### src/rtl/nrp_pkg.sv
package nrp_pkg;
   localparam int SIG_W = 32;
   localparam int GRD_W = 8;
   localparam int FRC_W = 23;
   localparam int EFL_W = 8;
   localparam int SHW   = $clog2(SIG_W);

   typedef enum logic [1:0] {
      RM_NEAR = 2'b00,
      RM_UP   = 2'b01,
      RM_DOWN = 2'b10,
      RM_ZERO = 2'b11
   } rmode_e;

   typedef struct packed {
      logic nx;
      logic of;
      logic uf;
   } fflags_t;
endpackage

### src/rtl/nrp_norm.sv
module nrp_norm
   import nrp_pkg::*;
#(
   parameter int XW = 13
) (
   input  logic [SIG_W-1:0]    sig_i,
   input  logic signed [XW-1:0] exp_i,
   output logic [SIG_W-1:0]    sig_o,
   output logic signed [XW-1:0] exp_o
);
   localparam int LZW = SHW + 1;

   logic [LZW-1:0] lz;

   // leading-one search: the highest set bit wins (last assignment)
   always_comb begin
      lz = '0;
      for (int i = 0; i < SIG_W; i++) begin
         if (sig_i[i]) lz = LZW'(SIG_W - 1 - i);
      end
   end

   assign sig_o = sig_i << lz;
   assign exp_o = exp_i - $signed({{(XW-LZW){1'b0}}, lz});
endmodule

### src/rtl/nrp_round.sv
module nrp_round
   import nrp_pkg::*;
#(
   parameter int XW = 13
) (
   input  logic                 sign_i,
   input  logic [1:0]           mode_i,
   input  logic [SIG_W-1:0]     sig_i,
   input  logic signed [XW-1:0] exp_i,
   output logic [SIG_W-1:0]     sig_o,
   output logic signed [XW-1:0] exp_o,
   output logic                 inc_nz_o,
   output logic                 nx_o,
   output logic                 tiny_o
);
   localparam logic [GRD_W-1:0] HALF = GRD_W'(1) << (GRD_W - 1);
   localparam logic [GRD_W-1:0] ALL1 = '1;

   logic                  neg_exp;
   logic [XW-1:0]         amt;
   logic [2*SIG_W-1:0]    wide;
   logic [SIG_W-1:0]      tsig, asig;
   logic signed [XW-1:0]  texp;
   logic [GRD_W-1:0]      inc0, inc;
   logic [SIG_W:0]        trial;

   // tiny path: sticky right shift back to exponent zero
   always_comb begin
      neg_exp = exp_i < 0;
      amt     = -exp_i;
      wide    = {sig_i, {SIG_W{1'b0}}} >> amt[SHW-1:0];
      tsig    = sig_i;
      texp    = exp_i;
      if (neg_exp) begin
         texp = '0;
         if (amt >= XW'(SIG_W)) tsig = {{(SIG_W-1){1'b0}}, |sig_i};
         else                   tsig = wide[2*SIG_W-1:SIG_W] | {{(SIG_W-1){1'b0}}, |wide[SIG_W-1:0]};
      end
   end

   assign tiny_o = neg_exp && (tsig[GRD_W-1:0] != '0);

   // increment selection per rounding mode
   always_comb begin
      case (mode_i)
         RM_NEAR: inc0 = tsig[GRD_W] ? HALF : HALF - GRD_W'(1);
         RM_ZERO: inc0 = '0;
         default: inc0 = ((mode_i == RM_UP) ^ sign_i) ? ALL1 : '0;
      endcase
   end

   // carry-out absorption, then the actual rounding add
   always_comb begin
      trial = {1'b0, tsig} + {{(SIG_W+1-GRD_W){1'b0}}, inc0};
      if (trial[SIG_W]) begin
         asig  = {1'b0, tsig[SIG_W-1:1]} | {{(SIG_W-1){1'b0}}, tsig[0]};
         exp_o = texp + XW'(1);
         inc   = inc0 >> 1;
      end else begin
         asig  = tsig;
         exp_o = texp;
         inc   = inc0;
      end
      nx_o     = asig[GRD_W-1:0] != '0;
      sig_o    = asig + {{(SIG_W-GRD_W){1'b0}}, inc};
      inc_nz_o = inc != '0;
   end
endmodule

### src/rtl/nrp_pack.sv
module nrp_pack
   import nrp_pkg::*;
#(
   parameter int EXP_W = 12,
   parameter int XW    = 13
) (
   input  logic                    sign_i,
   input  logic signed [EXP_W-1:0] raw_exp_i,
   input  logic [SIG_W-1:0]        raw_sig_i,
   input  logic                    pend_i,
   input  logic [SIG_W-1:0]        rsig_i,
   input  logic signed [XW-1:0]    rexp_i,
   input  logic                    inc_nz_i,
   input  logic                    nx_i,
   input  logic                    tiny_i,
   output logic [SIG_W-1:0]        res_o,
   output fflags_t                 flags_o
);
   localparam logic [EFL_W-1:0] EMAX = '1;
   localparam logic [SIG_W-1:0] HIDDEN_ONLY = SIG_W'(1) << (SIG_W - 1);

   logic             bypass;
   logic [EFL_W-1:0] fexp;
   logic [SIG_W-2:0] body;

   assign bypass = (raw_exp_i == EXP_W'(255)) && ((raw_sig_i == '0) || pend_i);

   always_comb begin
      res_o   = '0;
      flags_o = '0;
      fexp    = rexp_i[EFL_W-1:0];
      body    = '0;
      if (bypass) begin
         res_o = {sign_i, raw_exp_i[EFL_W-1:0], raw_sig_i[SIG_W-3 -: FRC_W]};
      end else if (raw_sig_i == '0) begin
         res_o = {sign_i, {(SIG_W-1){1'b0}}};
      end else if (rexp_i >= $signed(XW'(254))) begin
         flags_o.of = 1'b1;
         flags_o.nx = 1'b1;
         res_o = inc_nz_i ? {sign_i, EMAX, {FRC_W{1'b0}}}
                          : {sign_i, EMAX - EFL_W'(1), {FRC_W{1'b1}}};
      end else begin
         if (rsig_i[SIG_W-1:GRD_W] == '0) fexp = '0;
         body       = {fexp, {FRC_W{1'b0}}} + {{(SIG_W-1-(SIG_W-GRD_W)){1'b0}}, rsig_i[SIG_W-1:GRD_W]};
         res_o      = {sign_i, body};
         flags_o.nx = nx_i;
         flags_o.uf = tiny_i && (fexp == '0) && !(rsig_i > HIDDEN_ONLY);
      end
   end
endmodule

### src/rtl/fp32_norm_round_pack.sv
module fp32_norm_round_pack
   import nrp_pkg::*;
#(
   parameter int EXP_W   = 12,
   parameter bit OUT_REG = 1'b1
) (
   input  logic                    clk,
   input  logic                    rst_n,
   input  logic                    in_sign,
   input  logic signed [EXP_W-1:0] in_exp,
   input  logic [31:0]             in_sig,
   input  logic                    in_pend,
   input  logic [1:0]              rnd_mode,
   output logic [31:0]             res,
   output logic                    flag_nx,
   output logic                    flag_of,
   output logic                    flag_uf
);
   localparam int XW = EXP_W + 1;

   if (EXP_W < 10 || EXP_W > 24) begin : g_bad_exp_w
      $error("fp32_norm_round_pack: EXP_W must lie in 10..24");
   end

   logic [SIG_W-1:0]     n_sig, r_sig, c_res;
   logic signed [XW-1:0] n_exp, r_exp;
   logic                 r_inc_nz, r_nx, r_tiny;
   fflags_t              c_flags;

   nrp_norm #(.XW(XW)) u_norm (
      .sig_i (in_sig),
      .exp_i ({in_exp[EXP_W-1], in_exp}),
      .sig_o (n_sig),
      .exp_o (n_exp)
   );

   nrp_round #(.XW(XW)) u_round (
      .sign_i   (in_sign),
      .mode_i   (rnd_mode),
      .sig_i    (n_sig),
      .exp_i    (n_exp),
      .sig_o    (r_sig),
      .exp_o    (r_exp),
      .inc_nz_o (r_inc_nz),
      .nx_o     (r_nx),
      .tiny_o   (r_tiny)
   );

   nrp_pack #(.EXP_W(EXP_W), .XW(XW)) u_pack (
      .sign_i    (in_sign),
      .raw_exp_i (in_exp),
      .raw_sig_i (in_sig),
      .pend_i    (in_pend),
      .rsig_i    (r_sig),
      .rexp_i    (r_exp),
      .inc_nz_i  (r_inc_nz),
      .nx_i      (r_nx),
      .tiny_i    (r_tiny),
      .res_o     (c_res),
      .flags_o   (c_flags)
   );

   if (OUT_REG) begin : g_oreg
      always_ff @(posedge clk or negedge rst_n) begin
         if (!rst_n) begin
            res     <= '0;
            flag_nx <= 1'b0;
            flag_of <= 1'b0;
            flag_uf <= 1'b0;
         end else begin
            res     <= c_res;
            flag_nx <= c_flags.nx;
            flag_of <= c_flags.of;
            flag_uf <= c_flags.uf;
         end
      end


      out_reg_lat_chk: assert property (@(posedge clk) disable iff (!rst_n)
         rst_n |=> (res == $past(c_res)) && (flag_nx == $past(c_flags.nx)));
   end else begin : g_comb
      assign res     = c_res;
      assign flag_nx = c_flags.nx;
      assign flag_of = c_flags.of;
      assign flag_uf = c_flags.uf;
   end


   pass_flags_chk: assert property (@(posedge clk) disable iff (!rst_n)
      (in_exp == EXP_W'(255) && in_pend) |-> (c_flags == '0));

   zero_pack_chk: assert property (@(posedge clk) disable iff (!rst_n)
      (in_sig == '0 && in_exp != EXP_W'(255)) |-> (c_res == {in_sign, 31'b0} && c_flags == '0));

   ovf_sets_nx_chk: assert property (@(posedge clk) disable iff (!rst_n)
      c_flags.of |-> (c_flags.nx && c_res[30:23] >= 8'hFE));

   uf_tiny_chk: assert property (@(posedge clk) disable iff (!rst_n)
      c_flags.uf |-> (c_flags.nx && !c_flags.of && c_res[30:24] == '0));
endmodule

### config.mk
export PLATFORM = sky130hd
export DESIGN_NAME = fp32_norm_round_pack
export DESIGN_NICKNAME = d
export VERILOG_FILES = /design/src/rtl/nrp_pkg.sv /design/src/rtl/nrp_norm.sv /design/src/rtl/nrp_round.sv /design/src/rtl/nrp_pack.sv /design/src/rtl/fp32_norm_round_pack.sv
export SDC_FILE = /design/constraint.sdc
export NUM_CORES = 1
export LEC_CHECK = 0
export ABC_AREA = 1
export BUFFER_PORTS_ARGS = -buffer_cell sky130_fd_sc_hd__buf_2
export CAP_MARGIN = 20
export CORE_ASPECT_RATIO = 2
export CORE_MARGIN = 2
export CORE_UTILIZATION = 25
export CTS_BUF_LIST = sky130_fd_sc_hd__clkbuf_4 sky130_fd_sc_hd__clkbuf_8
export CTS_CLUSTER_DIAMETER = 80
export DETAILED_ROUTE_END_ITERATION = 10
export PLACE_DENSITY = 0.36
export SLEW_MARGIN = 10
export SYNTH_ARGS = -nofsm -noshare
export SYNTH_HDL_FRONTEND = slang
export SYNTH_SLANG_ARGS = --single-unit
### constraint.sdc
create_clock -name clk -period 1 [get_ports clk]
set_clock_uncertainty 0.1 [all_clocks]
set_input_delay 0.05 -clock clk [delete_from_list [all_inputs] [get_ports clk]]
set_output_delay 0.05 -clock clk [all_outputs]
set_load 0.01 [all_outputs]
; ---- Word level (Yosys, flattened, before mapping)
; Cells that the tools add are included.
[classes]
reduce_logical = 15
bitwise = 3
eq_ne = 3
shift = 2
n_addsub = 6
magnitude_cmp = 4
muxes = 54
[op_table]
columns = operator, count
row1 = $mux W5, 32
row2 = $mux W32, 3
row3 = $mux W31, 3
row4 = $reduce_or A32 Y1, 2
row5 = $shr A64 B5 Y64, 1
row6 = $mux W8, 7
row7 = $add A32 B8 Y33, 1
row8 = $add A32 B8 Y32, 1
row9 = $gt A32 B32 Y1 const B, 1
row10 = $logic_not A32 Y1, 1
row11 = $or A32 B1 Y32, 1
row12 = $shl A32 B5 Y32, 1
row13 = $add A31 B24 Y31, 1
row14 = $or A31 B1 Y31, 1
row15 = $mux W13, 2
row16 = $logic_not A24 Y1, 1
row17 = $mux W24, 1
row18 = $reduce_bool A8 Y1, 3
row19 = $pmux W8 S2, 1
row20 = $add A13 B2 Y13 const B, 1
row21 = $ge A13 B6 Y1 const B, 1
row22 = $ge A13 B9 Y1 const B, 1
row23 = $lt A13 B1 Y1 const B, 1
row24 = $neg A13 Y13, 1
row25 = other kinds (12), 18
[totals]
wordCells = 91
output_inout_bits = 35
in_bits = 50
regBits = 35

; ---- Logic depth before layout (Yosys ltp)
[logic_depth]
depth_word = 55
depth_mapped = 111
ltp_nobuf = 108

; ---- Hierarchy
; From an unflattened synthesis, not the netlist that was laid out.
[hier_totals]
cells_unflattened = 1650
hier_area_um2 = 8969.9
[modules_own_cells]
columns = module, n_inst, cells_each, seq_area_each_um2, area_per_inst_um2
row1 = nrp_round, 1, 839, 0.0, 4294.1
row2 = nrp_norm, 1, 528, 0.0, 2461.1
row3 = nrp_pack, 1, 248, 0.0, 1338.8
row4 = fp32_norm_round_pack, 1, 35, 875.8, 875.8

; ---- Worst setup path after synthesis
; OpenSTA, ideal clock, no wires.
[synth_timing]
path_kind = input to register
start = input in_sig[1]
end = register res[30]
setup_ns = 0.124
cell_stages = 87
path_slack_ns = -8.612
arrival_ns = 9.388
n_path_buf = 3
required_time_ns = 0.776
cell_sequence = nor2_1 inv_1 a311oi_1 o311ai_1 nand3_1 nand3_1 nand3_1 nand2_1 nand2_1 nand2_1 nand2_1 nand2_1 nand2_1 a31oi_1 inv_1 clkbuf_1 ha_1 nand2_1 (+51 left out) xor2_1 nor2_1 nand2_1 nor2_1 nand2_1 nor2_2 nand4_1 buf_2 nand2_1 inv_2 ha_1 inv_1 nor2_1 nand3_1 nor2_1 nand2_1 nand3_1 nand2_1
[synth_between]
elab_chain_len = 51
elab_cells_between_ends = 65
classes_between = 6 x add/sub / 3 x order compare / 2 x shift / 46 x mux / 2 x bitwise / 6 x reduce/logical
[synth_rtl]
columns = item, line
row1 = "start, declared", fp32_norm_round_pack.sv:11  ; input logic [31:0] in_sig,
row2 = "parallel branches: the longest is 50 deep, another holds $mux W5", n/a
row3 = $mux W31 *, nrp_pack.sv:33  ; if (bypass) begin
row4 = named net c_res[30], fp32_norm_round_pack.sv:25  ; logic [SIG_W-1:0] n_sig, r_sig, c_res;
row5 = "end signal, assigned", fp32_norm_round_pack.sv:71  ; res <= c_res;
row6 = "end, declared", fp32_norm_round_pack.sv:14  ; output logic [31:0] res,
; Mark *: on every way through the listed nets, which the timed path passes. The select of a mux whose other input is x is not followed.

; ---- Final worst setup path
[layout_timing]
start = input in_sig[2]
end = register res[25]
[layout_between]
elab_chain_len = 50
elab_cells_between_ends = 64
classes_between = 6 x add/sub / 3 x order compare / 2 x shift / 45 x mux / 2 x bitwise / 6 x reduce/logical
[layout_rtl]
columns = item, line
row1 = "parallel branches: the longest is 49 deep, another holds $mux W5", n/a
row2 = $mux W31 *, nrp_pack.sv:33
row3 = named net c_res[25], fp32_norm_round_pack.sv:25
; Marked as above.

==> results.md <==
* Status: finished with violations
* Failing checks: negative setup slack
* I/O Buffers at 84
* Global route total overflow at 0
* Pin count of the biggest net entering global routing at 37
* IO Count at 85
* Final Net Count at 2321
* Post-synthesis sequential area ratio at about 10%
* H-tree lvl count at 2
* Post-Place Setup Slack at -8520 ps
* Starting Density at 25.4%
* Final Total Pwr at 16.6 mW
* CTS tree: yes
* Area of the core at around 34000 sq um
* # DRC at 0
* Inst Count DP at 2598
* ANT cells at 0
* Share of layout cells above drive strength 1 at between 30% and 40%
* Synthesis Warnings at 0
* DRT iter0 DRCs at 680
* Headroom to the max-slew limit at 26.1%
* Post-DRT Antenna Nets at 0
* Die width at 136 um
* Post-DP HPWL at about 40 mm
* Post-Route WL at approximately 47 mm
* RSZ-0062 raised after global routing: true
* Final WS setup at -7930 ps
* Layout area overhead at 69.8%
* Synth top area share at 24.6%
* Leak Pwr at 7.85 nW
* Worst hold path class: input port to flip-flop
* Cell Pwr Density at 1120 nW/um^2
* CP required at roughly 1100 ps
* Longest Clk Path Bufs at 2
* Main flop type after synthesis: dfrtp_1
* Slowest CP cell: fa_1
* WS Path Type: input port to flip-flop
* Setup tns final at -239940 ps
* Routed vias at 12943
* Hold WS at 24.0 ps
* Clock sinks at 35
* CP Capture Type: flip-flop
* Fmax at 0.112 GHz
* Clk root buf: clkbuf_8
* Slew Limit Fails at 0
* Total iterations of the first detailed-routing run at 5
* Hold Vio Cnt, Final at 0
* Vias per cell at 4.82
* Most frequent cell on the critical path: nand2_1
* Max-Cap Viols at 0
* Synth area leaders: nand2_1 (25%), nand3_1 (22%), dfrtp_1 (10%), inv_1 (6.2%), nor2_1 (5.0%)
* Avg Cell Area, Syn at 5.26 sq um
* Ys async rst share at 100%
* Post-Layout Cell Count at between 2000 and 3000
* Finished Cell Area at ~15000 sq um
* Synthesized net count at 1735
* Worst-margin pin slew at 1080 ps
* Max incr delay on CP at 400 ps
* Vias in the first global route at 13004
* Largest area contributor in the netlist: nand2_1
* Routed len/inst at 17.5 um
* Die area at 36500 sq um
* RD Place Congestion at 1.01
* First-pass GRT wire length at 71.1 mm
* Crit path launch type: input port
* Yosys cell types at 56
* Post-layout min period at 8930 ps
* GRT Total Usage at approximately 26%
* # fillers at 3882
* Post-synth EDFFs at 0
* Row count at 96
* Synth Register Bits at 35
* Final period util at 893%
* Area after DPL at 13400 sq um
* Die H at 268 um
* Gate Count Post-Synth at between 1500 and 2000
* Critical Path AT at 9070 ps
* Final Util at 43.1%
* Final setup violation count at 34
* Initial antenna violation count at 0
* CTS Buf Count at 5
* Worst-path fanout max at 7
* Max VDD drop at 1.39 mV
* Clk slew on worst S/H paths at around 80 ps
* Netlist Area Pre-Place at between 8000 and 9000 sq um
registers in the layout (all words and copies together) (netlist names):
register	count
res	32
flag_nx	1
flag_uf	1
flag_of	1
per-layer routing:
layer	GRT usage [%]	routed length (um)
met2	50.2	25500
met3	0.623	1020
met5	0	0
met4	18.6	4040
met1	24.8	16400
Yosys cell counts, types with 9 or more instances:
master,instances
inv_2,13
buf_2,34
nor2_2,9
a21oi_1,23
ha_1,26
nor3_1,22
nand3_1,386
nor2_1,116
nand3b_1,11
xor2_1,24
o21ai_1,16
dfrtp_1,35
xnor2_1,16
nor4_1,12
nand2_1,571
nand4_1,49
o21ai_0,31
clkbuf_1,25
inv_1,144
critical path, delay by kind of cell:
family | cells | cell delay (ps)
and+or+nand+nor | 62 | 4980
adders and majority gates | 7 | 1620
AOI/OAI and AO/OA | 7 | 1070
buffers and inverters | 11 | 1050
xor gates and xnor gates | 2 | 250
power breakdown:
part           leakage, nW  total [mW]  switching, mW  internal [mW]
combinational         7.37        13.5           7.43           6.03
clock               0.0644        1.53          0.534          0.994
sequential           0.417        1.62         0.0327           1.58
total                 7.85        16.6           8.00           8.61
final cells by class:
type | instances | area (sq um) | area share (%)
Clock inverter | 3 | 67.6 | 0.456
Timing Repair Buffer | 655 | 4910 | 33.2
Inverter | 160 | 629 | 4.25
Multi-Input combinational cell | 1386 | 7700 | 52.0
Tap cell | 441 | 552 | 3.73
Sequential cell | 35 | 876 | 5.92
Clock buffer | 5 | 68.8 | 0.465
final timing paths:
path | startpoint | end | cells after the start
setup / recovery | in_sig[2] | res[25] | 89
hold / removal | in_sig[26] | res[19] | 4
max in group asynchronous | rst_n | res[0] | 3
min in group asynchronous | rst_n | res[3] | 3
repair_timing:
item / in CTS / in global routing
pin swaps: 81 / 67
resized for setup: 83 / 82
endpoints found under the hold margin: 36 / 0
setup buffers: 66 / 20
endpoints found under the setup margin: 34 / 34
hold buffers: 2 / 0
cell usage in the layout, fill, tap and decap left out, types with 6 or more instances in the layout:
cell type	count
nor2_2	18
nor2_1	94
o21ai_1	21
buf_6	13
ha_4	11
nor2_4	16
nand3_2	24
a21oi_2	6
nand4_1	49
xnor2_2	7
inv_2	22
o21ai_0	19
nand2_1	534
xor2_2	9
nand2_4	13
buf_2	83
xor2_1	14
o21ai_2	10
xnor2_1	8
inv_1	128
nand3_1	368
buf_4	545
buf_12	12
nor3_1	20
nor4_1	8
a21oi_1	16
nand3b_1	11
nand2_2	36
ha_1	14
dfrtp_1	35
kinds of logic after synthesis:
family                     Yosys count  synth area share [%]
AOI/OAI and AO/OA                  102                  7.18
xor gates and xnor gates            40                  4.02
adders and majority gates           28                  4.19
buffers and inverters              236                  11.3
DFF                                 35                  10.0
and+or+nand+nor                   1216                  63.3
Power figures use the tool's default switching activity.
